[src/rtl/canAcceptPkg.sv]
package canAcceptPkg;
  localparam int ID_W   = 29;
  localparam int STD_W  = 11;
  localparam int DATA_W = 16;
  localparam int KEY_W  = ID_W + DATA_W;
  localparam int CFG_W  = KEY_W + 1;

  typedef struct packed {
    logic wrEn;
    logic rdEn;
  } ctlStrobe_t;

  typedef struct packed {
    logic              ide;
    logic [ID_W-1:0]   id;
    logic [DATA_W-1:0] data;
  } fifoEntry_t;
endpackage

[src/rtl/canAcceptDatapath.sv]
module canAcceptDatapath
  import canAcceptPkg::*;
#(
  parameter int NUM_FILT = 8,
  parameter int DEPTH    = 8,
  localparam int SEL_W   = $clog2(NUM_FILT),
  localparam int HIT_W   = SEL_W + 1,
  localparam int PTR_W   = $clog2(DEPTH)
) (
  input  logic              clk,
  input  logic              rstN,
  input  logic              cfgWrite,
  input  logic [SEL_W-1:0]  cfgSel,
  input  logic              cfgIsMask,
  input  logic [CFG_W-1:0]  cfgValue,
  input  logic [ID_W-1:0]   msgId,
  input  logic              msgIde,
  input  logic [7:0]        msgData0,
  input  logic [7:0]        msgData1,
  input  logic              filtEnable,
  input  ctlStrobe_t        strobe,
  input  logic [PTR_W-1:0]  wrPtr,
  input  logic [PTR_W-1:0]  rdPtr,
  output logic              anyHit,
  output logic [HIT_W-1:0]  lastHit,
  output logic [ID_W-1:0]   rdId,
  output logic              rdIde,
  output logic [7:0]        rdData0,
  output logic [7:0]        rdData1,
  output logic [HIT_W-1:0]  rdHit
);
  logic [ID_W-1:0]   keyId;
  logic [KEY_W-1:0]  msgKey;
  logic [NUM_FILT-1:0] match;
  logic [SEL_W-1:0]  winIdx;
  logic [HIT_W-1:0]  curHit;

  // Standard identifiers are left-aligned; the low extended bits compare as zero
  assign keyId  = msgIde ? msgId : {msgId[STD_W-1:0], {(ID_W-STD_W){1'b0}}};
  assign msgKey = {keyId, msgData0, msgData1};

  for (genvar f = 0; f < NUM_FILT; f++) begin : g_filt
    logic [CFG_W-1:0] fVal;
    logic [KEY_W-1:0] mVal;

    always_ff @(posedge clk or negedge rstN) begin
      if (!rstN) begin
        fVal <= '0;
        mVal <= '0;
      end else if (cfgWrite && cfgSel == SEL_W'(f)) begin
        if (cfgIsMask) mVal <= cfgValue[KEY_W-1:0];
        else           fVal <= cfgValue;
      end
    end

    assign match[f] = (fVal[KEY_W] == msgIde) &&
                      (((fVal[KEY_W-1:0] ^ msgKey) & mVal) == '0);
  end

  // Lowest-numbered matching filter wins
  always_comb begin
    winIdx = '0;
    for (int i = NUM_FILT - 1; i >= 0; i--) begin
      if (match[i]) winIdx = SEL_W'(i);
    end
  end

  assign anyHit = |match;
  assign curHit = (filtEnable && anyHit) ? {1'b1, winIdx} : '0;

  fifoEntry_t       mem    [DEPTH];
  logic [HIT_W-1:0] hitMem [DEPTH];

  always_ff @(posedge clk) begin
    if (strobe.wrEn) begin
      mem[wrPtr]    <= '{ide: msgIde, id: msgId, data: {msgData0, msgData1}};
      hitMem[wrPtr] <= curHit;
    end
  end

  always_ff @(posedge clk or negedge rstN) begin
    if (!rstN)            lastHit <= '0;
    else if (strobe.wrEn) lastHit <= curHit;
  end

  fifoEntry_t headEntry;
  assign headEntry = mem[rdPtr];
  assign rdId    = headEntry.id;
  assign rdIde   = headEntry.ide;
  assign rdData0 = headEntry.data[15:8];
  assign rdData1 = headEntry.data[7:0];
  assign rdHit   = hitMem[rdPtr];
endmodule

[src/rtl/canAcceptControl.sv]
module canAcceptControl
  import canAcceptPkg::*;
#(
  parameter int DEPTH    = 8,
  localparam int PTR_W   = $clog2(DEPTH),
  localparam int CNT_W   = $clog2(DEPTH + 1)
) (
  input  logic             clk,
  input  logic             rstN,
  input  logic             msgValid,
  input  logic             filtEnable,
  input  logic             anyHit,
  input  logic             popReq,
  output ctlStrobe_t       strobe,
  output logic [PTR_W-1:0] wrPtr,
  output logic [PTR_W-1:0] rdPtr,
  output logic [CNT_W-1:0] fifoCount,
  output logic             fifoFull,
  output logic             fifoEmpty,
  output logic             overflowFlag,
  output logic             pushStrobe
);
  logic passes;

  assign fifoFull  = (fifoCount == CNT_W'(DEPTH));
  assign fifoEmpty = (fifoCount == '0);
  assign passes    = msgValid && (!filtEnable || anyHit);

  always_comb begin
    strobe.wrEn = passes && !fifoFull;
    strobe.rdEn = popReq && !fifoEmpty;
  end

  function automatic logic [PTR_W-1:0] bump(input logic [PTR_W-1:0] p);
    return (p == PTR_W'(DEPTH - 1)) ? '0 : p + 1'b1;
  endfunction

  always_ff @(posedge clk or negedge rstN) begin
    if (!rstN) begin
      wrPtr        <= '0;
      rdPtr        <= '0;
      fifoCount    <= '0;
      overflowFlag <= 1'b0;
      pushStrobe   <= 1'b0;
    end else begin
      pushStrobe <= strobe.wrEn;
      if (strobe.wrEn) wrPtr <= bump(wrPtr);
      if (strobe.rdEn) rdPtr <= bump(rdPtr);
      if (strobe.wrEn && !strobe.rdEn)      fifoCount <= fifoCount + 1'b1;
      else if (strobe.rdEn && !strobe.wrEn) fifoCount <= fifoCount - 1'b1;
      if (passes && fifoFull) overflowFlag <= 1'b1;
    end
  end
endmodule

[src/rtl/canAcceptBank.sv]
module canAcceptBank
  import canAcceptPkg::*;
#(
  parameter int NUM_FILT = 8,
  parameter int DEPTH    = 8,
  localparam int SEL_W   = $clog2(NUM_FILT),
  localparam int HIT_W   = SEL_W + 1,
  localparam int CNT_W   = $clog2(DEPTH + 1)
) (
  input  logic             clk,
  input  logic             rstN,
  input  logic             msgValid,
  input  logic [ID_W-1:0]  msgId,
  input  logic             msgIde,
  input  logic [7:0]       msgData0,
  input  logic [7:0]       msgData1,
  input  logic             filtEnable,
  input  logic             cfgWrite,
  input  logic [SEL_W-1:0] cfgSel,
  input  logic             cfgIsMask,
  input  logic [CFG_W-1:0] cfgValue,
  input  logic             popReq,
  output logic             pushStrobe,
  output logic [HIT_W-1:0] hitCode,
  output logic [CNT_W-1:0] fifoCount,
  output logic             fifoFull,
  output logic             fifoEmpty,
  output logic             overflowFlag,
  output logic [ID_W-1:0]  rdId,
  output logic             rdIde,
  output logic [7:0]       rdData0,
  output logic [7:0]       rdData1,
  output logic [HIT_W-1:0] rdHit
);
  localparam int PTR_W = $clog2(DEPTH);

  ctlStrobe_t       strobe;
  logic             anyHit;
  logic [PTR_W-1:0] wrPtr, rdPtr;

  canAcceptControl #(.DEPTH(DEPTH)) u_ctl (
    .clk(clk), .rstN(rstN), .msgValid(msgValid), .filtEnable(filtEnable),
    .anyHit(anyHit), .popReq(popReq), .strobe(strobe), .wrPtr(wrPtr),
    .rdPtr(rdPtr), .fifoCount(fifoCount), .fifoFull(fifoFull),
    .fifoEmpty(fifoEmpty), .overflowFlag(overflowFlag), .pushStrobe(pushStrobe)
  );

  canAcceptDatapath #(.NUM_FILT(NUM_FILT), .DEPTH(DEPTH)) u_dp (
    .clk(clk), .rstN(rstN), .cfgWrite(cfgWrite), .cfgSel(cfgSel),
    .cfgIsMask(cfgIsMask), .cfgValue(cfgValue), .msgId(msgId), .msgIde(msgIde),
    .msgData0(msgData0), .msgData1(msgData1), .filtEnable(filtEnable),
    .strobe(strobe), .wrPtr(wrPtr), .rdPtr(rdPtr), .anyHit(anyHit),
    .lastHit(hitCode), .rdId(rdId), .rdIde(rdIde), .rdData0(rdData0),
    .rdData1(rdData1), .rdHit(rdHit)
  );
endmodule

[config.mk]
export PLATFORM = sky130hd
export DESIGN_NAME = canAcceptBank
export DESIGN_NICKNAME = d
export VERILOG_FILES = /design/src/rtl/canAcceptPkg.sv /design/src/rtl/canAcceptDatapath.sv /design/src/rtl/canAcceptControl.sv /design/src/rtl/canAcceptBank.sv
export SDC_FILE = /design/constraint.sdc
export NUM_CORES = 2
export LEC_CHECK = 0
export BUFFER_PORTS_ARGS = -buffer_cell sky130_fd_sc_hd__buf_2
export CAP_MARGIN = 0
export CORE_UTILIZATION = 55
export DETAILED_ROUTE_END_ITERATION = 8
export HOLD_SLACK_MARGIN = 0.02
export PLACE_DENSITY_LB_ADDON = 0.3
export SYNTH_ARGS = -nofsm -noshare
export SYNTH_HDL_FRONTEND = slang
export SYNTH_SLANG_ARGS = --single-unit
[constraint.sdc]
create_clock -name clk -period 15.55 [get_ports clk]
set_clock_uncertainty 0.1 [all_clocks]
set_input_delay 3.11 -clock clk [delete_from_list [all_inputs] [get_ports clk]]
set_output_delay 3.11 -clock clk [all_outputs]
set_load 0.02 [all_outputs]
# Word level (Yosys, flattened, before mapping)
# Memories as Yosys holds them, arrays and structs flattened.
# Cells that the tools add are included.
[totals]
ramBits = 400
elab_cells = 136
regBits = 744
in_bits = 102
mem_count = 2
[classes]
n_bitwise = 17
n_mux = 16
eq_ne = 18
addsub = 4
reduce_logical = 57
[memory_table]
columns = ["memory", "depth", "width", "rd", "rd_clocked_by_memory_dff", "write_ports", "line", "source"]
rows = [
  ["u_dp.mem", 8, 46, 1, 0, 1, "canAcceptDatapath.sv:71", "fifoEntry_t mem [DEPTH];"],
  ["u_dp.hitMem", 8, 4, 1, 0, 1, "canAcceptDatapath.sv:72", "logic [HIT_W-1:0] hitMem [DEPTH];"],
]
[ops]
columns = ["op", "count"]
rows = [
  ["45-bit bitwise AND", 8],
  ["45-bit logical NOT", 8],
  ["45-bit XOR", 8],
  ["2-bit AND reduction", 16],
  ["3-bit 2-to-1 mux", 10],
  ["29-bit 2-to-1 mux", 1],
  ["1-bit logical AND", 23],
  ["3-bit equality test, second input constant", 6],
  ["4-bit 2-to-1 mux", 3],
  ["1-bit equality test", 8],
  ["8-bit OR reduction", 1],
  ["3-bit by 1-bit adder with 3-bit output, second input constant", 2],
  ["3-bit by 2-bit equality test with 1-bit output, second input constant", 2],
  ["1-bit logical NOT", 5],
  ["4-bit by 1-bit adder with 4-bit output, second input constant", 1],
  ["4-bit equality test, second input constant", 1],
  ["4-bit logical NOT", 1],
  ["4-bit by 1-bit subtractor with 4-bit output, second input constant", 1],
  ["3-bit by 1-bit equality test with 1-bit output, second input constant", 1],
  ["3-bit logical NOT", 1],
  ["1-bit 2-to-1 mux", 2],
  ["2-bit nonzero test", 1],
  ["1-bit logical OR", 1],
  ["1-bit inverter", 1],
]

# Depth between registers and ports, before layout
[depth]
ltp_word = 14
ltp_mapped = 20
mapped_depth_nobuf = 15

# Modules after synthesis
# A second synthesis with hierarchy kept.
[hier_totals]
cells_unflattened = 3085
area_unflattened_um2 = 49124.6
[modules_own_cells]
columns = ["mod", "area_per_inst_um2", "cells_per_inst", "seq_area_each_um2", "instances"]
rows = [
  ["canAcceptDatapath", 48423.9, 3029, 30329.1, 1],
  ["canAcceptControl", 700.7, 56, 300.3, 1],
]

# Least setup slack after synthesis
# OpenSTA, ideal clock, no wires.
[synth_timing]
path_type = "input to register"
start = "input msgIde"
end = "memory u_dp.hitMem[2][0] (netlist name) (enable)"
n_path_buf = 3
path_stages = 11
arrival_time_ns = 10.114
path_slack_ns = 4.737
cell_sequence = "buf_6 -> buf_12 -> mux2i_4 -> xnor2_1 -> a222oi_1 -> and3_1 -> nand4_1 -> nand4_2 -> o31a_4 -> buf_6 -> nor4b_1"
[synth_lines]
columns = ["item", "line", "source"]
rows = [
  ["start, declared", "canAcceptBank.sv:14", "input logic msgIde,"],
  ["end, declared", "canAcceptDatapath.sv:72", ""],
]

# Final worst setup path
[layout_timing]
start = "input msgIde"
end = "memory u_dp.mem[5][27] (netlist name) (enable)"
[layout_via]
elab_chain_cells = 11
elab_cells_between_ends = 47
[layout_lines]
columns = ["item", "line", "source"]
rows = [
  ["29-bit 2-to-1 mux", "canAcceptDatapath.sv:39", "assign keyId = msgIde ? msgId : {msgId[STD_W-1:0], {(ID_W-STD_W){1'b0}}};"],
  ["45-bit XOR", "canAcceptDatapath.sv:57", "(((fVal[KEY_W-1:0] ^ msgKey) & mVal) == '0);"],
  ["45-bit bitwise AND", "canAcceptDatapath.sv:57", ""],
  ["45-bit logical NOT", "canAcceptDatapath.sv:57", ""],
  ["1-bit logical AND", "canAcceptDatapath.sv:56", "assign match[f] = (fVal[KEY_W] == msgIde) &&"],
  ["8-bit OR reduction *", "canAcceptDatapath.sv:68", "assign anyHit = |match;"],
  ["1-bit logical OR *", "canAcceptControl.sv:27", "assign passes = msgValid && (!filtEnable || anyHit);"],
  ["1-bit logical AND *", "canAcceptControl.sv:27", ""],
  ["1-bit logical AND *", "canAcceptControl.sv:30", "strobe.wrEn = passes && !fifoFull;"],
  ["1-bit 2-to-1 mux *", "canAcceptDatapath.sv:75", "if (strobe.wrEn) begin"],
  ["1-bit 2-to-1 mux (implied by the code) *", "canAcceptDatapath.sv:76", "mem[wrPtr] <= '{ide: msgIde, id: msgId, data: {msgData0, msgData1}};"],
  ["end, declared", "canAcceptDatapath.sv:71", ""],
]
# Mark *: on every way between the ends. The rest lies on a longest branch, timed or not.

==> impl_metrics.csv <==
group,metric,value,unit
layout,final_nets,3313,
critical_path,timing.rr.end,"u_dp.mem[5][27]",
min_path,min-delay-start,"u_dp.g_filt[3].mVal[24]",
global_route,grtUsageTotal,27.6,%
layout,postLayoutCoreUtil,62.0,%
logic_synthesis,synth-edff-count,400,
sta,final_hold_viol_count,0,
global_route,antenna_found_initial,10,
clock_network,cts_max_level,3,
placed_design,post-place-cells,4255,
die,die-width,301,µm
critical_path,worstSetupPathType,"in -> reg",
routing,firstDrtPassIters,8,
clock_network,cts_setup_buffers,0,
die,rows,109,
critical_path,crit_arrival,8.14,ns
critical_path,worstSetupStartpointType,"input pin",
pwr,comb_power_share,23.3,%
global_route,grt_pass1_vias,29300,
logic_synthesis,yosysTopAreaCell,"dfrtp_1",
pwr,clockPowerShare,31.1,%
pwr,p_per_area,161,mW/mm²
clock_network,clkTransAtPathRegs,0.06,ns
routing,wl,122000,µm
min_path,worstHoldEndpoint,"u_dp.g_filt[3].mVal[24]",
critical_path,cp.required,15.77,ns
clock_network,cts.repair.resized,0,
pwr,switching_share,28.8,%
routing,vias,27600,
placed_design,hpwl,76300,µm
critical_path,crit_fanout,99,
layout,n_fill_cell,6236,
layout,syn_to_final_growth,11.6,%
routing,drc,0,
clock_network,tritoncts,"yes",
routing,via_per_inst,6.17,
clock_network,clk_latency,0.71,ns
logic_synthesis,synthCells,3085,
logic_synthesis,syn_nets,3195,
logic_synthesis,async_flop_share,65.0,%
routing,dr.first_iter.drc_count,2421,
clock_network,postCtsHoldBufs,0,
run,cap_violations,0,
sta,max_freq,126,MHz
logic_synthesis,netlist_area,0.0491,mm²
sta,min_period,7.91,ns
die,start_util,55.6,%
pwr,seq_power_share,45.6,%
logic_synthesis,synth-seq-cells,1144,
layout,final_common_cell,"mux2_2",
run_status,run_status,"finished clean",
global_route,grt_pass1_wl,186000,µm
logic_synthesis,synth_area_leaders,"dfrtp_1, edfxtp_1, mux2_2",
logic_synthesis,ys_seq_area_share,62.4,%
layout,drive_gt1_share,39.1,%
routing,route.antenna.remaining_nets,0,
sta,finalSetupViolations,0,
routing,route.detailed.wl_per_inst,27.4,µm
min_path,hp-class,"reg -> reg",
global_route,grt_max_degree,179,
pwr,ir_worst_vdd,125,µV
die,die_area,0.0905,mm²
clock_network,clockRootBuffer,"clkbuf_16",
placed_design,gp_congestion,0.860,
pwr,internal_power,6.30,mW
placed_design,port_buffers,163,
sta,drv_slew,0,
global_route,overflow,0,
die,ios,164,
logic_synthesis,synth_top_area_share,37.9,%
logic_synthesis,synth.avg_cell_area,15.9,µm²
pwr,p_sw,2.55,mW
layout,seqCellArea,0.0306,mm²
sta,slew-limit-headroom,11.8,%
sta,rsz0062_at_grt,"no",
sta,fin_setup_tns,0,ns
critical_path,r2r_start,"u_dp.g_filt[2].fVal[13]",
die,die_y,301,µm
die,coreArea,0.0884,mm²
critical_path,r2r_slack,10.89,ns
min_path,worst_hold_path.num_cells,1,
clock_network,clockBufferDepth,3,
layout,multi_input_area,0.0177,mm²
logic_synthesis,yosys_warnings,0,
critical_path,slowest_stage,"buf_4",
sta,fin_crit_sh,50.9,%
clock_network,clock-sinks,1144,
pwr,p_leak,21.9,nW
sta,worst_slew_pin_slew,1.32,ns
critical_path,endpoint_kind,"flop",
critical_path,worst-r2r-cell-count,10,
critical_path,crit_chain,"buf_6 > buf_4 > nand2_2 > xor2_1 > o2111ai_1 > nor4_1 > nand4_1 > nand2_1 > o31a_4 > nand2_2 > nor3b_4 > buf_4",
layout,layoutNonFillerInstCount,4466,
logic_synthesis,ys_types,55,
critical_path,max_stage_delay,0.68,ns
clock_network,cts_inserted_buffers,111,
layout,layout_common_cells,"mux2_2, dfrtp_1, edfxtp_1",
logic_synthesis,synth-main-ff-cell,"dfrtp_1",
-- cell usage after synthesis, drive strengths merged, types with 3 or more instances --
master,instances
o2111ai,17
and3b,64
xor2,157
clkbuf,144
nand3b,9
nand3,11
and2,4
a21oi,11
o2bb2ai,3
mux2i,12
o2111a,5
nor4b,3
nand4,19
nand2,42
nand2b,4
inv,28
ha,7
o21ai,81
a21boi,64
a222oi,24
nor3b,4
nor4,9
xnor2,147
buf,52
a22oi,92
nor3,4
mux2,767
edfxtp,400
or3,4
mux4,100
and4b,4
and4,13
dfrtp,744
nor2,18
-- logic make-up after synthesis --
group                      count (synthesis)  share of synthesized area [%]
AOI/OAI and AO/OA                        310                           4.51
and+or+nand+nor                          216                           2.94
DFF                                     1144                           62.4
adders and majority gates                  8                          0.219
buffers and inverters                    224                           1.86
xor gates and xnor gates                 304                           5.42
muxes                                    879                           22.7
-- how the worst max path moves through the flow --
stage,start,to,slack (ns),cells after the start
2_1_floorplan,msgIde,u_dp.hitMem[2][0],4.74,11
3_3_place_gp,msgIde,u_dp.mem[5][8],7.24,12
3_5_place_dp,msgIde,u_dp.mem[5][4],7.12,12
4_1_cts,msgIde,u_dp.mem[5][16],7.79,12
5_1_grt,msgIde,u_dp.mem[5][25],7.43,12
6_report,msgIde,u_dp.mem[5][27],7.64,12
-- final cells by class --
class	instances	share of cell area, %
Antenna cell	4	0.0183
Clock buffer	153	5.72
Clock inverter	54	1.21
Inverter	28	0.192
Multi-Input combinational cell	1717	32.3
Sequential cell	1144	55.9
Tap cell	1165	2.66
Timing Repair Buffer	201	2.06
-- power groups by stage --
stage	clock (mW)	sequential (mW)	combinational, mW
floorplan	0	3.95	1.51
global placement	0	4.04	2.01
detailed placement	0	4.08	2.07
CTS	2.80	4.03	2.08
global route	2.91	4.09	2.21
finish	2.76	4.04	2.06
-- critical path, delay by kind of cell --
family,cells,cell delay [ns]
simple gates,6,2.22
buf+inv,3,1.90
compound gates,2,0.40
xor+xnor,1,0.23
-- metal layers --
metal / vias to the layer above / wire (µm) / global-route usage (%)
li1: 11700 / - / -
met1: 14700 / 50100 / 37.0
met2: 882 / 61500 / 46.1
met3: 220 / 7050 / 3.85
met4: 8 / 3630 / 9.87
met5: - / 52 / 0
-- through the flow --
step	total power [mW]	area [µm²]	hold WS [ns]	setup WS (ns)
CTS	8.91	54800	0.399	7.79
finish	8.85	54800	0.401	7.64
floorplan	5.46	49100	0.373	4.74
detailed placement	6.15	51000	0.386	7.12
global placement	6.05	51000	0.350	7.24
global route	9.21	54800	0.399	7.43
-- registers in the layout (all words and copies together) (netlist names) --
name                count
u_ctl.fifoCount         4
u_ctl.overflowFlag      1
u_ctl.pushStrobe        1
u_ctl.rdPtr             3
u_ctl.wrPtr             3
u_dp.g_filt.fVal      368
u_dp.g_filt.mVal      360
u_dp.hitMem            32
u_dp.lastHit            4
u_dp.mem              368
(Power assumes the default switching activity.)
